`config.mk`:
```
export PLATFORM = sky130hd
export DESIGN_NAME = smbus_desc_fmt
export DESIGN_NICKNAME = d
export VERILOG_FILES = /design/src/rtl/smbf_pkg.sv /design/src/rtl/smbf_wsrc.sv /design/src/rtl/smbf_rdctl.sv /design/src/rtl/smbf_status.sv /design/src/rtl/smbus_desc_fmt.sv
export SDC_FILE = /design/constraint.sdc
export NUM_CORES = 1
export LEC_CHECK = 0
export BUFFER_PORTS_ARGS = -buffer_cell sky130_fd_sc_hd__buf_2
export CELL_PAD_IN_SITES_DETAIL_PLACEMENT = 1
export CELL_PAD_IN_SITES_GLOBAL_PLACEMENT = 1
export CORE_ASPECT_RATIO = 0.75
export CORE_MARGIN = 2
export CORE_UTILIZATION = 44
export DETAILED_ROUTE_END_ITERATION = 7
export PLACE_DENSITY = 0.89
export SLEW_MARGIN = 20
export SYNTH_ARGS = -nofsm -noshare
export SYNTH_HDL_FRONTEND = slang
export SYNTH_SLANG_ARGS = --single-unit
```
`constraint.sdc`:
```
create_clock -name clk -period 5.2 [get_ports clk]
set_clock_uncertainty 0.2 [all_clocks]
set_input_delay 0.26 -clock clk [delete_from_list [all_inputs] [get_ports clk]]
set_output_delay 0.26 -clock clk [all_outputs]
set_load 0.02 [all_outputs]
```
`src/rtl/smbf_pkg.sv`:
```
`timescale 1ns/1ps
package smbf_pkg;
  typedef enum logic [1:0] {
    OP_START = 2'd0,
    OP_WRITE = 2'd1,
    OP_READ  = 2'd2,
    OP_STOP  = 2'd3
  } op_kind_t;

  // control-byte flag positions
  localparam int CTL_CMD = 0;
  localparam int CTL_BLK = 2;
  localparam int CTL_I2C = 5;
  localparam int CTL_IRQ = 6;

  // status byte values
  localparam logic [7:0] ST_OK  = 8'h01;
  localparam logic [7:0] ST_NAK = 8'h08;
  localparam logic [7:0] ST_BIG = 8'h80;
endpackage

```
`src/rtl/smbf_wsrc.sv`:
```
`timescale 1ns/1ps
// Chooses the source of the next write-phase byte.
module smbf_wsrc #(
  parameter int LEN_W  = 8,
  parameter int BUF_AW = 6
) (
  input  logic              is_cmd,
  input  logic              ins_cnt,
  input  logic [LEN_W-1:0]  wlen,
  input  logic [LEN_W-1:0]  idx,
  output logic              from_buf,
  output logic [7:0]        lit,
  output logic [BUF_AW-1:0] bidx,
  output logic              last
);
  localparam int CW = LEN_W + 1;
  logic [CW-1:0] total;

  assign total    = is_cmd ? CW'(1) : CW'(wlen) + CW'(ins_cnt);
  assign last     = (CW'(idx) + CW'(1)) == total;
  assign from_buf = !is_cmd && !(ins_cnt && idx == LEN_W'(1));
  assign lit      = is_cmd ? 8'(wlen) : 8'(wlen - LEN_W'(1));
  assign bidx     = BUF_AW'((ins_cnt && idx > LEN_W'(1)) ? idx - LEN_W'(1) : idx);
endmodule

```
`src/rtl/smbf_rdctl.sv`:
```
`timescale 1ns/1ps
// Read-phase response and block-count range check.
module smbf_rdctl #(
  parameter int LEN_W   = 8,
  parameter int MAX_BLK = 32
) (
  input  logic             blk_fmt,
  input  logic             got_len,
  input  logic [LEN_W-1:0] rx_cnt,
  input  logic [LEN_W-1:0] nread,
  input  logic [LEN_W-1:0] rlen,
  input  logic [7:0]       rdata,
  output logic             ack,
  output logic             last,
  output logic             len_bad
);
  assign last    = (rx_cnt + LEN_W'(1)) == nread;
  assign ack     = (blk_fmt && !got_len) ? 1'b1 : !last;
  assign len_bad = (rdata == 8'd0) || (int'(rdata) > MAX_BLK) || (LEN_W'(rdata) > rlen);
endmodule

```
`src/rtl/smbf_status.sv`:
```
`timescale 1ns/1ps
module smbf_status
  import smbf_pkg::*;
(
  input  logic       nak_err,
  input  logic       big_err,
  output logic [7:0] status
);
  assign status = (nak_err ? ST_NAK : 8'h00) |
                  (big_err ? ST_BIG : 8'h00) |
                  ((!nak_err && !big_err) ? ST_OK : 8'h00);
endmodule

```
`src/rtl/smbus_desc_fmt.sv`:
```
`timescale 1ns/1ps
module smbus_desc_fmt
  import smbf_pkg::*;
#(
  parameter int BUF_AW  = 6,
  parameter int MAX_BLK = 32,
  parameter int LEN_W   = 8
) (
  input  logic              clk,
  input  logic              rst,
  input  logic              desc_valid,
  output logic              desc_ready,
  input  logic [6:0]        desc_addr,
  input  logic              desc_rw,
  input  logic [LEN_W-1:0]  desc_wlc,
  input  logic [LEN_W-1:0]  desc_rlen,
  input  logic [7:0]        desc_ctrl,
  output logic              op_valid,
  output logic [1:0]        op_kind,
  output logic [7:0]        op_data,
  output logic              op_ack,
  input  logic              op_done,
  input  logic              op_nak,
  input  logic [7:0]        op_rdata,
  output logic [BUF_AW-1:0] buf_addr,
  output logic              buf_rd_en,
  input  logic [7:0]        buf_rdata,
  output logic              buf_wr_en,
  output logic [7:0]        buf_wdata,
  output logic              wb_valid,
  output logic [7:0]        wb_status,
  output logic [LEN_W-1:0]  wb_rx_cnt,
  output logic [LEN_W-1:0]  wb_tx_cnt,
  output logic              done,
  output logic              irq
);
  typedef enum logic [3:0] {
    S_IDLE, S_START, S_ADDR, S_WR, S_WF1, S_WF2, S_WSEND, S_RD, S_STOP, S_FIN
  } state_t;

  state_t           state;
  op_kind_t         kind_q;
  logic [6:0]       d_addr;
  logic             d_rw, f_cmd, f_blk, f_i2c, f_irq;
  logic [LEN_W-1:0] d_wlc, d_rlen, nread, tx_cnt, rx_cnt;
  logic             rd_pass, got_len, e_nak, e_big;
  logic             ctl_unused;

  logic             blk_fmt, has_wr, has_rd;
  logic             ws_from_buf, ws_last;
  logic [7:0]       ws_lit;
  logic [BUF_AW-1:0] ws_bidx;
  logic             rc_ack, rc_last, rc_bad;
  logic [7:0]       st_byte;

  assign ctl_unused = ^{desc_ctrl[7], desc_ctrl[4:3], desc_ctrl[1]};
  assign blk_fmt    = f_blk && !f_i2c;
  assign has_wr     = f_cmd || (d_wlc != '0);
  assign has_rd     = d_rlen != '0;
  assign desc_ready = (state == S_IDLE);
  assign op_kind    = kind_q;
  assign wb_rx_cnt  = rx_cnt;
  assign wb_tx_cnt  = tx_cnt;

  smbf_wsrc #(.LEN_W(LEN_W), .BUF_AW(BUF_AW)) u_wsrc (
    .is_cmd(f_cmd), .ins_cnt(blk_fmt), .wlen(d_wlc), .idx(tx_cnt),
    .from_buf(ws_from_buf), .lit(ws_lit), .bidx(ws_bidx), .last(ws_last)
  );

  smbf_rdctl #(.LEN_W(LEN_W), .MAX_BLK(MAX_BLK)) u_rdctl (
    .blk_fmt(blk_fmt), .got_len(got_len), .rx_cnt(rx_cnt), .nread(nread),
    .rlen(d_rlen), .rdata(op_rdata), .ack(rc_ack), .last(rc_last), .len_bad(rc_bad)
  );

  smbf_status u_status (.nak_err(e_nak), .big_err(e_big), .status(st_byte));

  always_ff @(posedge clk) begin
    if (rst) begin
      state <= S_IDLE;
      kind_q <= OP_START;
      op_valid <= 1'b0; op_data <= '0; op_ack <= 1'b0;
      buf_addr <= '0; buf_rd_en <= 1'b0; buf_wr_en <= 1'b0; buf_wdata <= '0;
      wb_valid <= 1'b0; wb_status <= '0; done <= 1'b0; irq <= 1'b0;
      d_addr <= '0; d_rw <= 1'b0; d_wlc <= '0; d_rlen <= '0;
      f_cmd <= 1'b0; f_blk <= 1'b0; f_i2c <= 1'b0; f_irq <= 1'b0;
      nread <= '0; tx_cnt <= '0; rx_cnt <= '0;
      rd_pass <= 1'b0; got_len <= 1'b0; e_nak <= 1'b0; e_big <= 1'b0;
    end else begin
      buf_rd_en <= 1'b0;
      buf_wr_en <= 1'b0;
      wb_valid  <= 1'b0;
      done      <= 1'b0;
      irq       <= 1'b0;
      case (state)
        S_IDLE: if (desc_valid) begin
          d_addr <= desc_addr; d_rw <= desc_rw;
          d_wlc <= desc_wlc; d_rlen <= desc_rlen;
          f_cmd <= desc_ctrl[CTL_CMD]; f_blk <= desc_ctrl[CTL_BLK];
          f_i2c <= desc_ctrl[CTL_I2C]; f_irq <= desc_ctrl[CTL_IRQ];
          tx_cnt <= '0; rx_cnt <= '0; rd_pass <= 1'b0; got_len <= 1'b0;
          e_nak <= 1'b0; e_big <= 1'b0;
          state <= S_START;
        end
        S_START: if (!op_valid) begin
          op_valid <= 1'b1; kind_q <= OP_START;
        end else if (op_done) begin
          op_valid <= 1'b0; state <= S_ADDR;
        end
        S_ADDR: if (!op_valid) begin
          op_valid <= 1'b1; kind_q <= OP_WRITE;
          op_data <= {d_addr, rd_pass ? 1'b1 : (has_wr ? 1'b0 : d_rw)};
        end else if (op_done) begin
          op_valid <= 1'b0;
          if (op_nak) begin
            e_nak <= 1'b1; state <= S_STOP;
          end else if (!rd_pass && has_wr) begin
            state <= S_WR;
          end else if (has_rd) begin
            nread <= d_rlen; state <= S_RD;
          end else begin
            state <= S_STOP;
          end
        end
        S_WR: if (ws_from_buf) begin
          buf_rd_en <= 1'b1; buf_addr <= ws_bidx; state <= S_WF1;
        end else begin
          op_valid <= 1'b1; kind_q <= OP_WRITE; op_data <= ws_lit; state <= S_WSEND;
        end
        S_WF1: state <= S_WF2;
        S_WF2: begin
          op_valid <= 1'b1; kind_q <= OP_WRITE; op_data <= buf_rdata; state <= S_WSEND;
        end
        S_WSEND: if (op_done) begin
          op_valid <= 1'b0;
          if (op_nak) begin
            e_nak <= 1'b1; state <= S_STOP;
          end else begin
            tx_cnt <= tx_cnt + LEN_W'(1);
            if (ws_last) begin
              rd_pass <= has_rd;
              state <= has_rd ? S_START : S_STOP;
            end else begin
              state <= S_WR;
            end
          end
        end
        S_RD: if (!op_valid) begin
          op_valid <= 1'b1; kind_q <= OP_READ; op_ack <= rc_ack;
        end else if (op_done) begin
          op_valid <= 1'b0;
          if (blk_fmt && !got_len) begin
            got_len <= 1'b1;
            if (rc_bad) begin
              e_big <= 1'b1; state <= S_STOP;
            end else begin
              nread <= LEN_W'(op_rdata);
            end
          end else begin
            buf_wr_en <= 1'b1; buf_addr <= rx_cnt[BUF_AW-1:0]; buf_wdata <= op_rdata;
            rx_cnt <= rx_cnt + LEN_W'(1);
            if (rc_last) state <= S_STOP;
          end
        end
        S_STOP: if (!op_valid) begin
          op_valid <= 1'b1; kind_q <= OP_STOP;
        end else if (op_done) begin
          op_valid <= 1'b0; wb_status <= st_byte; wb_valid <= 1'b1; state <= S_FIN;
        end
        S_FIN: begin
          done <= 1'b1; irq <= f_irq; state <= S_IDLE;
        end
        default: state <= S_IDLE;
      endcase
    end
  end


  wb_then_done_chk: assert property (@(posedge clk) disable iff (rst) wb_valid |=> done);

  irq_with_done_chk: assert property (@(posedge clk) disable iff (rst) irq |-> done);

  busy_not_ready_chk: assert property (@(posedge clk) disable iff (rst) op_valid |-> !desc_ready);

  op_hold_chk: assert property (@(posedge clk) disable iff (rst)
    (op_valid && !op_done) |=> (op_valid && $stable(op_kind) && $stable(op_data) && $stable(op_ack)));

  ok_exclusive_chk: assert property (@(posedge clk) disable iff (rst)
    (wb_valid && wb_status[0]) |-> (wb_status[7:1] == 7'd0));

  status_nonzero_chk: assert property (@(posedge clk) disable iff (rst) wb_valid |-> (wb_status != 8'h00));

  rd_last_chk: assert property (@(posedge clk) disable iff (rst)
    (op_valid && op_done && op_kind == OP_READ && !op_ack) |=> (buf_wr_en && !op_valid));

  buf_port_chk: assert property (@(posedge clk) disable iff (rst) !(buf_wr_en && buf_rd_en));
endmodule

```
* After elaboration in Yosys (flattened, before gate mapping)
Index checks and enable logic that the tools add are counted. W data, S select, Z words.
Cells by class: add/sub/neg operators 6, $lt $le $gt $ge 3, eq/ne operators 39, muxes and demuxes 89, bitwise operators 9, reductions and logical operators 51
Operators with widths (count):
- $mux W8 | 19
- $mux W4 | 20
- $pmux W8 S2 | 3
- $ne A2 B2 Y1 const B | 23
- $pmux W4 S9 | 1
- $mux W6 | 5
- $mux W1 | 26
- $pmux W8 S3 | 1
- $reduce_and A5 Y1 | 4
- $add A8 B1 Y8 const B | 2
- $eq A4 B3 Y1 const B | 4
- $or A8 B8 Y8 | 2
- $reduce_bool A8 Y1 | 2
- $mux W2 | 6
- $pmux W2 S6 | 1
- $pmux W6 S2 | 1
- $reduce_and A12 Y1 | 1
- $reduce_and A3 Y1 | 4
- $reduce_and A6 Y1 | 2
- $reduce_and A10 Y1 | 1
- $add A8 B1 Y9 | 1
- $add A8 B1 Y9 const B | 1
- $eq A9 B9 Y1 | 1
- $mux W9 | 1
- other kinds (31) | 65
Storage, ports and cells: flip-flop bits (word level) 99, input bits 53, output and inout bits 56

* Depth between registers and ports, before layout
Gate-level depths: netlist (run 1).
depth after elaboration 9, mapped depth 11

* By module
Synthesis (run 1) repeated with hierarchy kept, for this count alone.
Second synthesis, totals: cells, all modules 717, area, all modules 5755.5 um^2
By module, submodules not included:
- smbus_desc_fmt | times used 1, cells each 530, area an instance 4476.8 um^2, sequential area each 1981.9 um^2
- smbf_wsrc | times used 1, cells each 111, area an instance 755.7 um^2, sequential area each 0.0 um^2
- smbf_rdctl | times used 1, cells each 67, area an instance 462.9 um^2, sequential area each 0.0 um^2
- smbf_status | times used 1, cells each 9, area an instance 60.1 um^2, sequential area each 0.0 um^2

* Worst setup path after synthesis (run 1)
No wires, ideal clock.
path type reg-to-reg, from register tx_cnt[0], in the netlist wb_tx_cnt[0], to register buf_addr[5], setup time 0.065 ns, data arrival time 2.296 ns, setup slack 2.639 ns, cell stages (with the launch flop) 11, period minus slack after synthesis 2.561 ns, cell sequence dfxtp_1 > buf_2 > inv_1 > ha_1 > or2_2 > a31oi_1 > nand3_1 > xor2_1 > a211oi_1 > a21oi_1 > nor2_1
Between the ends: longest elaborated chain between the ends 6, elaborated cells between the ends (all ways) 12
Ends and longest elaborated chain:
- start: declaration | line smbus_desc_fmt.sv:45 | logic [LEN_W-1:0] d_wlc, d_rlen, nread, tx_cnt, rx_cnt;
- start signal: assignment | line smbus_desc_fmt.sv:138 | tx_cnt <= tx_cnt + LEN_W'(1);
- branches (longest 6 deep; another with $gt A8 B1 Y1)
- end signal: assignment | line smbus_desc_fmt.sv:82 | buf_addr <= '0; buf_rd_en <= 1'b0; buf_wr_en <= 1'b0; buf_wdata <= '0;
- end signal: assignment | line smbus_desc_fmt.sv:125 | buf_rd_en <= 1'b1; buf_addr <= ws_bidx; state <= S_WF1;
- end signal: assignment | line smbus_desc_fmt.sv:159 | buf_wr_en <= 1'b1; buf_addr <= rx_cnt[BUF_AW-1:0]; buf_wdata <= op_rdata;
- end: declaration | line smbus_desc_fmt.sv:25 | output logic [BUF_AW-1:0] buf_addr,
Parallel ways; which one is timed is not known. The select of a mux whose other input is x is not followed. A chain may end at the register's enable or synchronous reset.

* Worst setup path in the final report (run 1)
from register state[1], to register tx_cnt[1], in the netlist wb_tx_cnt[1]
Between the ends: longest elaborated chain between the ends 3, elaborated cells between the ends (all ways) 8
Ends and longest elaborated chain:
- start: declaration | line smbus_desc_fmt.sv:41 | state_t state;
- start signal: assignment | line smbus_desc_fmt.sv:141 | state <= has_rd ? S_START : S_STOP;
- $eq A4 B3 Y1 or $logic_not A4 Y1 (tied branches) | line smbus_desc_fmt.sv:94 | case (state)
- $ne A2 B2 Y1 (no source line) or $reduce_bool A2 Y1 (tied branches)
- $reduce_and A4 Y1 (no source line)
Parallel ways exist; a longest one is shown, timed or not.

==> metrics.cfg, run 1 <==
[yosys]
synthAdderAreaFrac_pct=3.39
ys_types=67
synth_compound_area_share_pct=21.6
ys_seq_area_share_pct=34.0
synth_seq_cells=94
synthXorXnorAreaFrac_pct=5.47
yosysWarnings=0
synth-edff-count=0
synth_flop_cell=dfxtp_1
syn_avg_cell_area_sq_um=7.63
netlist_instances=726
netlist_area_sq_um=5540
synthArstFlopShare_pct=0
synth_top_family_by_area=simple AND/OR/NAND/NOR gates
synth_mux_area_share_pct=3.12
yosys.area_share.simple_pct=26.0

[sta]
rsz0062_at_grt=false
hold_violations=0
maxSlewHeadroom_pct=30.5
setup_tns_ns=0
fmaxAchievable_ghz=0.303
finalCritPeriodShare_pct=63.6
tightest_slew_ns=1.04
worst_slack_ns=1.89
final-max-slew-violation-count=0
min_period_ns=3.31
hold_ws_ns=0.00976
setup-violations-final=0

[run]
maxCapViolations=0

[worst_setup_path]
path_buf_inv=0
worstPathCellList=nand2b_1, or2_1, nor3_1, nor2_1, nor3b_1, a21oi_1, nor2_1
critPathKind=flop to flop
cp_max_fo=21
cp.arrival_ns=3.40
slowest_delay_ns=0.80
cpMostUsedCell=nor2_1
crit_slowest_cell=dfxtp_1
worstPathRequired_ns=5.29
crit_path_start_kind=flop
critPathCaptureType=flop
cp_top_family=simple AND/OR/NAND/NOR gates

[global_route]
overflow=0
antenna_found_initial=0
groute.usage.overall_pct=28.2
grt_pass1_wl_mm=30.2
first_global_vias=5976
use_met3_pct=5.51
grt.busiest_layer=met2
grt_max_degree=57
gr-usage-met2_pct=49.2
met1_usage_pct=35.1

[route]
viasPerCell=5.86
routed_wirelength_mm=18.7
dr.pass1.iters=5
drc=0
wl_per_cell_um=18.8
ant_nets=0
drt_iter0_markers=416
num_vias=5840

[pwr]
p_int_mw=1.56
netSwitchingPower_mw=1.00
power_mw=2.56
power_density_nw_per_um2=382
clock_power_share_pct=28.8
combPwrFrac_pct=34.1
leakagePower_nw=2.70
ir_drop_mv=0.274
swShare_pct=39.2
seq_power_share_pct=37.0

[cells_and_area]
fin_area_sq_um=6700
regArea_sq_um=1880
fillCellCount=1537
fin_util_pct=54.7
final_net_count=894
n_antenna_cell=0
multi_input_area_sq_um=3320
stdcell_count=997
drive_above_1_share_pct=16.8
syn2layout_area_growth_pct=21.0

[placement]
dpl_cell_area_sq_um=6020
numPortBuffers=99
hpwl_mm=13.1
dp.cells=946
gp_congestion=0.862
place_ws_ns=2.03

[clock_network]
clock_sinks=94
numCtsBuffers=9
ctsRootBufferMaster=clkbuf_16
clk_pin_slew_ns=0.07
ctsHoldBuffers=34
cts_max_level=3
clk_latency_ns=0.36
postCtsSetupBuffers=0
cts_tree=done
clk_path_buf_depth=2
postCtsResizedCells=0

[floorplanning]
num_rows=35
fp.coreArea_sq_um=12300
die-area_sq_um=13500
die_y_um=101
die_w_um=134
start_util_pct=45.2
io_pins=109

[min_path]
hold_class=primary input to flop

[outcome]
status=completed

==> worst min-delay path, delay by kind of cell <==
| family | cells | cell delay [ns] |
|---|---|---|
| buffers and inverters | 1 | 0.14 |
| AND/OR/NAND/NOR | 1 | 0.07 |
| AO/OA/AOI/OAI | 1 | 0.05 |
==> metal layers <==
metal | share of wire (%) | routed length (um) | up-vias
li1 | - | - | 2741
met1 | 45 | 8470 | 2864
met2 | 48 | 8960 | 196
met3 | 4.6 | 865 | 39
met4 | 2.4 | 444 | 0
met5 | 0 | 0 | -
==> synth_stat cells (9+ instances only) <==
master	n	area [sq um]
nor2b_1	9	56.3
clkbuf_1	27	101
xor2_1	17	149
mux2i_1	15	150
nor2_1	91	342
nand2_1	105	394
inv_1	21	78.8
ha_1	15	188
a211oi_1	17	128
o21ai_0	27	135
dfxtp_1	94	1880
buf_2	15	75.1
xnor2_1	15	131
nor3_1	20	100
a221oi_1	9	78.8
nand3_1	12	60.1
a21oi_1	89	445
nor4_1	9	56.3
==> final cells by class <==
| type | instances | share of cell area (%) |
|---|---|---|
| multi-input combinational | 561 | 49.6 |
| sequential | 94 | 28.1 |
| timing repair buffer | 139 | 13.2 |
| clock buffer | 9 | 3.36 |
| tap | 166 | 3.10 |
| clock inverter | 7 | 1.57 |
| inverter | 21 | 1.18 |
==> state kept, by name, summed over array words and instances, names as in the netlist, 2 cells and up <==
signal,count
state,4
wb_status,3
wb_rx_cnt,8
op_data,8
d_rlen,8
buf_addr,6
d_wlc,8
buf_wdata,8
d_addr,7
op_kind,2
wb_tx_cnt,8
nread,8
==> logic make-up (layout without fill, tap and decap cells) <==
family / after synthesis / in the layout
compound gates: 189 / 189
xor+xnor: 33 / 33
fa+ha+maj: 15 / 15
buf+inv: 75 / 176
flops: 94 / 94
mux: 17 / 17
other cells: 1 / 5
simple gates: 302 / 302
==> power by group through the flow <==
stage / combinational [mW] / clock, mW / sequential (mW)
after floorplan: 0.642 / 0 / 0.902
final: 0.875 / 0.739 / 0.949
after detailed placement: 0.830 / 0 / 0.959
after global routing: 0.961 / 0.783 / 0.962
after CTS: 0.858 / 0.746 / 0.942
after global placement: 0.783 / 0 / 0.947
==> worst paths after layout <==
path | from | to | slack (ns) | cells after the start
worst max-delay path | state[1] | wb_tx_cnt[1] | 1.89 | 7
worst min-delay path | op_rdata[6] | buf_wdata[6] | 0.01 | 3
worst max register to register | state[1] | wb_tx_cnt[1] | 1.89 | 7
worst min register to register | buf_wdata[4] | buf_wdata[4] | 0.26 | 2
==> placed cells by master, fill, tap and decap left out, types with 5 or more instances in the layout <==
cell type | Yosys | final
xor2_1 | 17 | 17
inv_1 | 21 | 21
a31oi_1 | 5 | 5
a221oi_1 | 9 | 9
or3_1 | 6 | 6
nand3_1 | 12 | 12
and3_1 | 5 | 5
nand4_1 | 8 | 8
nor3b_1 | 5 | 5
nor4_1 | 9 | 9
xnor2_1 | 15 | 15
o21ai_0 | 27 | 27
a211oi_1 | 17 | 17
a311oi_1 | 8 | 8
dlygate4sd3_1 | 0 | 35
nand2_1 | 105 | 105
nand2b_1 | 8 | 8
ha_1 | 15 | 15
nor3_1 | 20 | 20
dfxtp_1 | 94 | 94
nor2b_1 | 9 | 9
conb_1 | 1 | 5
buf_2 | 15 | 99
mux2i_1 | 15 | 15
a21oi_1 | 89 | 89
nand3b_1 | 5 | 5
clkbuf_16 | 0 | 9
nor2_1 | 91 | 91
buf_4 | 7 | 5
Power figures use the tool's default switching activity.
==> run 2: changes to the inputs <==
--- a/config.mk
+++ b/config.mk
@@ -10,9 +10,9 @@
 export CELL_PAD_IN_SITES_GLOBAL_PLACEMENT = 1
 export CORE_ASPECT_RATIO = 0.75
 export CORE_MARGIN = 2
-export CORE_UTILIZATION = 44
+export CORE_UTILIZATION = 40
 export DETAILED_ROUTE_END_ITERATION = 7
-export PLACE_DENSITY = 0.89
+export PLACE_DENSITY = 0.82
 export SLEW_MARGIN = 20
 export SYNTH_ARGS = -nofsm -noshare
 export SYNTH_HDL_FRONTEND = slang
==> constraint.sdc (replaced) <==
create_clock -name clk -period 3.33 [get_ports clk]
set_clock_uncertainty 0.2 [all_clocks]
set_input_delay 0.1665 -clock clk [delete_from_list [all_inputs] [get_ports clk]]
set_output_delay 0.1665 -clock clk [all_outputs]
set_load 0.02 [all_outputs]
==> run 2 against run 1 <==
Core utilization fell by 5.2 points. Setup slack lost 1.7 ns. First-iteration DRC count shrank 19%. Clock power rose by 27%. Combinational power is 57% higher. Total power up 47%. Largest cell class unchanged. Highest routed layer unchanged.
==> metrics.cfg, run 2 (same netlist as run 1, synthesis figures left out) <==
[global_route]
met1_usage_pct=33.6  ; -1.5 points
first_global_vias=5799  ; -3.0%
gr-usage-met2_pct=42.1  ; -7.0 points
overflow=0  ; unchanged
grt_pass1_wl_mm=29.9  ; -0.91%
use_met3_pct=4.50  ; -1.0 points
groute.usage.overall_pct=25.0  ; -3.2 points
grt.busiest_layer=met2
grt_max_degree=57  ; unchanged
antenna_found_initial=0  ; unchanged

[worst_setup_path]
rrSetupSlack_ns=0.21  ; -1.68 ns
worstPathCellList=nand2b_1, inv_1, ha_1, ha_1, xor2_1, o31a_1, o32ai_1, nand3_1, nor4_2, a211o_1, a211oi_2
timing.rr.start=f_i2c
cpMostUsedCell=ha_1
worstPathRequired_ns=3.34  ; -1.95 ns
critPathCaptureType=flop
slowest_delay_ns=0.41  ; -0.39 ns
crit_path_start_kind=flop
critPathKind=flop to flop
cp_max_fo=4  ; -81%
rr_worst_depth=11  ; +4
timing.rr.end=state[1]
cp.arrival_ns=3.12  ; -0.28 ns
crit_slowest_cell=nor4_2

[sta]
setup-violations-final=0  ; unchanged
worst_slack_ns=0.215  ; -1.68 ns
setup_tns_ns=0  ; unchanged
finalCritPeriodShare_pct=93.5  ; +30 points
min_period_ns=3.12  ; -0.191 ns
fmaxAchievable_ghz=0.321  ; +6.1%
maxSlewHeadroom_pct=42.3  ; +12 points
final-max-slew-violation-count=0  ; unchanged
hold_violations=0  ; unchanged
rsz0062_at_grt=false
tightest_slew_ns=0.864  ; -0.179 ns
hold_ws_ns=0.0279  ; +0.0182 ns

[route]
wl_per_cell_um=18.3  ; -2.9%
dr.pass1.iters=5  ; unchanged
ant_nets=0  ; unchanged
routed_wirelength_mm=18.5  ; -1.3%
viasPerCell=5.70  ; -2.6%
drt_iter0_markers=337  ; -19%
drc=0  ; unchanged
num_vias=5779  ; -1.0%

[run]
maxCapViolations=0  ; unchanged

[floorplanning]
die_y_um=106  ; +4.7%
die-area_sq_um=14800  ; +9.6%
fp.coreArea_sq_um=13600  ; +11%
die_w_um=140  ; +4.7%
io_pins=109  ; unchanged
num_rows=37  ; +5.7%
start_util_pct=40.7  ; -4.5 points

[cells_and_area]
drive_above_1_share_pct=17.1  ; +0.22 points
syn2layout_area_growth_pct=21.5
fin_area_sq_um=6730  ; +0.43%
multi_input_area_sq_um=3320  ; unchanged
regArea_sq_um=1880  ; unchanged
stdcell_count=1013  ; +1.6%
fin_util_pct=49.5  ; -5.2 points
final_cell_mix=105 x nand2_1, 99 x buf_2, 94 x dfxtp_1
n_antenna_cell=0  ; unchanged
fillCellCount=1726  ; +12%
final_common_cell=nand2_1
final_net_count=904  ; +1.1%

[pwr]
ir_drop_mv=0.291  ; +6.3%
leakagePower_nw=2.72  ; +0.64%
power_density_nw_per_um2=561  ; +47%
power_mw=3.78  ; +47%

[clock_network]
clock_sinks=94  ; unchanged
cts_max_level=3  ; unchanged
clk_path_buf_depth=2  ; unchanged
ctsRootBufferMaster=clkbuf_16
numCtsBuffers=9  ; unchanged
clk_pin_slew_ns=0.06  ; about the same
cts_tree=done
clk_latency_ns=0.35  ; about the same

[placement]
numPortBuffers=99  ; unchanged
gp_congestion=0.869  ; +0.91%
place_ws_ns=0.321  ; -1.71 ns
hpwl_mm=13.1  ; -0.18%
dpl_cell_area_sq_um=6110  ; +1.4%
dp.cells=963  ; +1.8%

[min_path]
min_from=buf_rdata[1]
hold_path_end=op_data[1]
hold_class=primary input to flop
hold-path-cell-count=3  ; unchanged

[outcome]
status=completed

[run 2: cell type report]
type | instances | area share, %
Clock buffer | 12 | 3.66
Clock inverter | 1 | 0.130
Inverter | 21 | 1.17
Multi-Input combinational cell | 561 | 49.3
Sequential cell | 94 | 28.0
Tap cell | 175 | 3.25
Timing Repair Buffer | 149 | 14.5
[run 2: what timing repair did]
action	CTS	global route
gates resized for setup	0	0
setup buffers	0	0
hold endpoints to repair	37	0
hold buffers	37	0
[run 2: worst max path at each step]
stage                       startpoint           to  depth (start not counted)
after floorplan           wb_tx_cnt[0]  buf_addr[5]                         10
after global placement           f_i2c     state[1]                         11
after detailed placement         f_i2c     state[1]                         11
after CTS                        f_i2c     state[1]                         11
after global routing             f_i2c     state[1]                         11
final                            f_i2c     state[1]                         11
[run 2: metal layers]
metal | share of wire [%] | wire length [um]
met5 | 0 | 0
met4 | 1.5 | 275
met3 | 4.3 | 793
met2 | 48 | 8860
met1 | 46 | 8570
[run 2: critical path, delay by kind of cell (launching register included)]
kind | cells | cell delay [ns]
buffers and inverters | 1 | 0.14
XOR/XNOR | 1 | 0.17
AND/OR/NAND/NOR | 3 | 0.78
adder cells (fa/ha/maj) | 2 | 0.64
AO/OA/AOI/OAI | 4 | 0.71
flip-flops | 1 | 0.32
[run 2: power by group]
part	switching [mW]	internal [mW]	leakage [nW]
Sequential	0.213	1.25	0.763
Combinational	0.855	0.517	1.83
Clock	0.422	0.516	0.125
==> run 3: changes to the inputs <==
--- a/config.mk
+++ b/config.mk
@@ -10,9 +10,11 @@
 export CELL_PAD_IN_SITES_GLOBAL_PLACEMENT = 1
 export CORE_ASPECT_RATIO = 0.75
 export CORE_MARGIN = 2
-export CORE_UTILIZATION = 40
+export CORE_UTILIZATION = 42
+export CTS_BUF_LIST = sky130_fd_sc_hd__clkbuf_4 sky130_fd_sc_hd__clkbuf_8
 export DETAILED_ROUTE_END_ITERATION = 7
-export PLACE_DENSITY = 0.82
+export GPL_TIMING_DRIVEN = 0
+export PLACE_DENSITY = 0.85
 export SLEW_MARGIN = 20
 export SYNTH_ARGS = -nofsm -noshare
 export SYNTH_HDL_FRONTEND = slang
==> run 3 against run 2 <==
Setup slack lost 0.14 ns. Total power grew 1.1%. Register-to-register slack lost 0.14 ns. Sequential cell count is the same. Highest routed layer unchanged.
==> metrics.cfg, run 3 (same netlist as run 1, synthesis figures left out) <==
[worst_setup_path]
slowest_delay_ns=0.45  ; +0.04 ns
rrSetupSlack_ns=0.08  ; -0.14 ns
cp.arrival_ns=3.33  ; +0.21 ns
worstPathRequired_ns=3.41  ; +0.07 ns
path_depth=11  ; unchanged
path_buf_inv=1  ; unchanged
critPathKind=flop to flop
timing.rr.end=state[0]
crit_slowest_cell=nor4_2
cp_top_family=simple AND/OR/NAND/NOR gates
rr_worst_depth=11  ; unchanged
crit_path_start_kind=flop
timing.rr.start=f_i2c
critPathCaptureType=flop
worstSetupEndpoint=state[0]
worstPathCellList=nand2b_1, inv_1, ha_1, ha_2, xor2_1, o31a_1, o32ai_1, nand3_1, nor4_2, a211o_1, a31oi_1
crit_path_start=f_i2c
cp_max_fo=4  ; unchanged

[pwr]
seq_power_share_pct=35.7  ; -3.1 points
ir_drop_mv=0.313  ; +7.5%
clock_power_share_pct=22.1  ; -2.7 points
combPwrFrac_pct=42.3  ; +6.0 points
leakagePower_nw=2.82  ; +3.6%
p_int_mw=2.19  ; -4.2%
swShare_pct=42.6  ; +3.2 points
netSwitchingPower_mw=1.63  ; +9.2%
power_mw=3.82  ; +1.1%
power_density_nw_per_um2=555  ; -1.1%

[sta]
rsz0062_at_grt=false
finalCritPeriodShare_pct=97.7  ; +4.1 points
min_period_ns=3.25  ; +0.138 ns
setup-violations-final=0  ; unchanged
final-max-slew-violation-count=0  ; unchanged
maxSlewHeadroom_pct=43.1  ; +0.71 points
worst_slack_ns=0.0769  ; -0.138 ns
tightest_slew_ns=0.848  ; -0.0159 ns
fmaxAchievable_ghz=0.307  ; -4.2%
setup_tns_ns=0  ; unchanged
hold_violations=0  ; unchanged

[route]
ant_nets=0  ; unchanged
drc=0  ; unchanged
routed_wirelength_mm=20.9  ; +13%
wl_per_cell_um=19.8  ; +8.2%
num_vias=6076  ; +5.1%
viasPerCell=5.75  ; +0.86%
drt_iter0_markers=476  ; +41%
dr.pass1.iters=5  ; unchanged

[cells_and_area]
final_cell_mix=114 x buf_2, 105 x nand2_1, 94 x dfxtp_1
regArea_sq_um=1880  ; unchanged
final_net_count=948  ; +4.9%
drive_above_1_share_pct=18.3  ; +1.2 points
syn2layout_area_growth_pct=24.1
multi_input_area_sq_um=3320  ; about the same
final_common_cell=buf_2
fillCellCount=1646  ; -4.6%
n_antenna_cell=0  ; unchanged

[global_route]
use_met3_pct=4.58  ; +0.076 points
gr-usage-met2_pct=50.9  ; +8.8 points
first_global_vias=6082  ; +4.9%
overflow=0  ; unchanged
grt_pass1_wl_mm=32.4  ; +8.4%
groute.usage.overall_pct=30.1  ; +5.0 points
grt.busiest_layer=met2
grt_max_degree=17  ; -70%
met1_usage_pct=40.5  ; +6.9 points
antenna_found_initial=0  ; unchanged

[min_path]
hold_class=primary input to flop
hold-path-cell-count=3  ; unchanged

[clock_network]
clock_sinks=94  ; unchanged
clk_path_buf_depth=2  ; unchanged
clk_latency_ns=0.40  ; +0.05 ns
clk_pin_slew_ns=0.10  ; +0.04 ns
ctsRootBufferMaster=clkbuf_8
postCtsSetupBuffers=0  ; unchanged
cts_max_level=3  ; unchanged
cts_tree=done
numCtsBuffers=9  ; unchanged

[floorplanning]
fp.coreArea_sq_um=12900  ; -5.0%
start_util_pct=42.8  ; +2.2 points
die_y_um=103  ; -2.3%
num_rows=36  ; -2.7%
die_w_um=137  ; -2.3%
io_pins=109  ; unchanged
die-area_sq_um=14100  ; -4.6%

[placement]
gp_congestion=0.941  ; +8.3%
numPortBuffers=99  ; unchanged
hpwl_mm=15.2  ; +17%
place_ws_ns=0.237  ; -0.0838 ns

[outcome]
status=completed

[run]
maxCapViolations=0  ; unchanged

## run 3: cell types whose count changed in the layout (fill, tap and decap cells not counted), sizes merged
cell         delta
bufinv          +1
clkinv          +1
buf            +13
dlygate4sd3     +3
clkbuf         +27
inv             +2
## run 3: power by group through the flow
stage	sequential [mW]	clock [mW]	combinational (mW)
floorplan	1.41	0	1.00
global placement	1.37	0	1.45
detailed placement	1.38	0	1.52
CTS	1.36	0.849	1.57
global route	1.37	0.890	1.75
finish	1.36	0.842	1.61
## run 3: final cells by class
cell class              count  area share (%)
inverters                  21            1.15
clock buffers              11            2.11
repair buffers            139            13.0
flip-flops and latches     94            27.4
multi-input cells         561            48.3
clock inverters             5           0.946
plain buffers              54            3.95
well taps                 171            3.11
## run 3: stage by stage
stage	hold WS (ns)	std cells	instance area [sq um]	utilization [%]
after floorplan	0.0543	730	5550	-
after global placement	0.206	1000	6260	48.5
after detailed placement	0.216	1000	6260	48.5
after CTS	0.0123	1056	6870	53.2
after global routing	0.0326	1056	6880	53.2
final	0.0171	1056	6880	53.2
## run 3: how the worst min path moves through the flow
stage	slack, ns	end	from
3_3_place_gp	0.21	d_wlc[6]	desc_wlc[6]
3_5_place_dp	0.22	f_i2c	desc_ctrl[5]
2_1_floorplan	0.05	done	rst
6_report	0.02	op_data[7]	buf_rdata[7]
5_1_grt	0.03	op_data[3]	buf_rdata[3]
4_1_cts	0.01	op_data[7]	buf_rdata[7]
## run 3: tightest hold or removal path, stage by stage
cell and delay [ns]:
buf_2 0.08, a221oi_1 0.08, a211oi_1 0.24
## run 3: what timing repair did
item | in CTS | in global routing
setup endpoints to repair | 0 | 1
endpoints found under the hold margin | 43 | 0
hold buffers | 40 | 0
resized for setup | 0 | 1
## run 3: metal layers
layer	wire length [um]	share of wire [%]
met1	9430	45
met2	9940	48
met3	1200	5.8
met4	290	1.4
met5	0	0
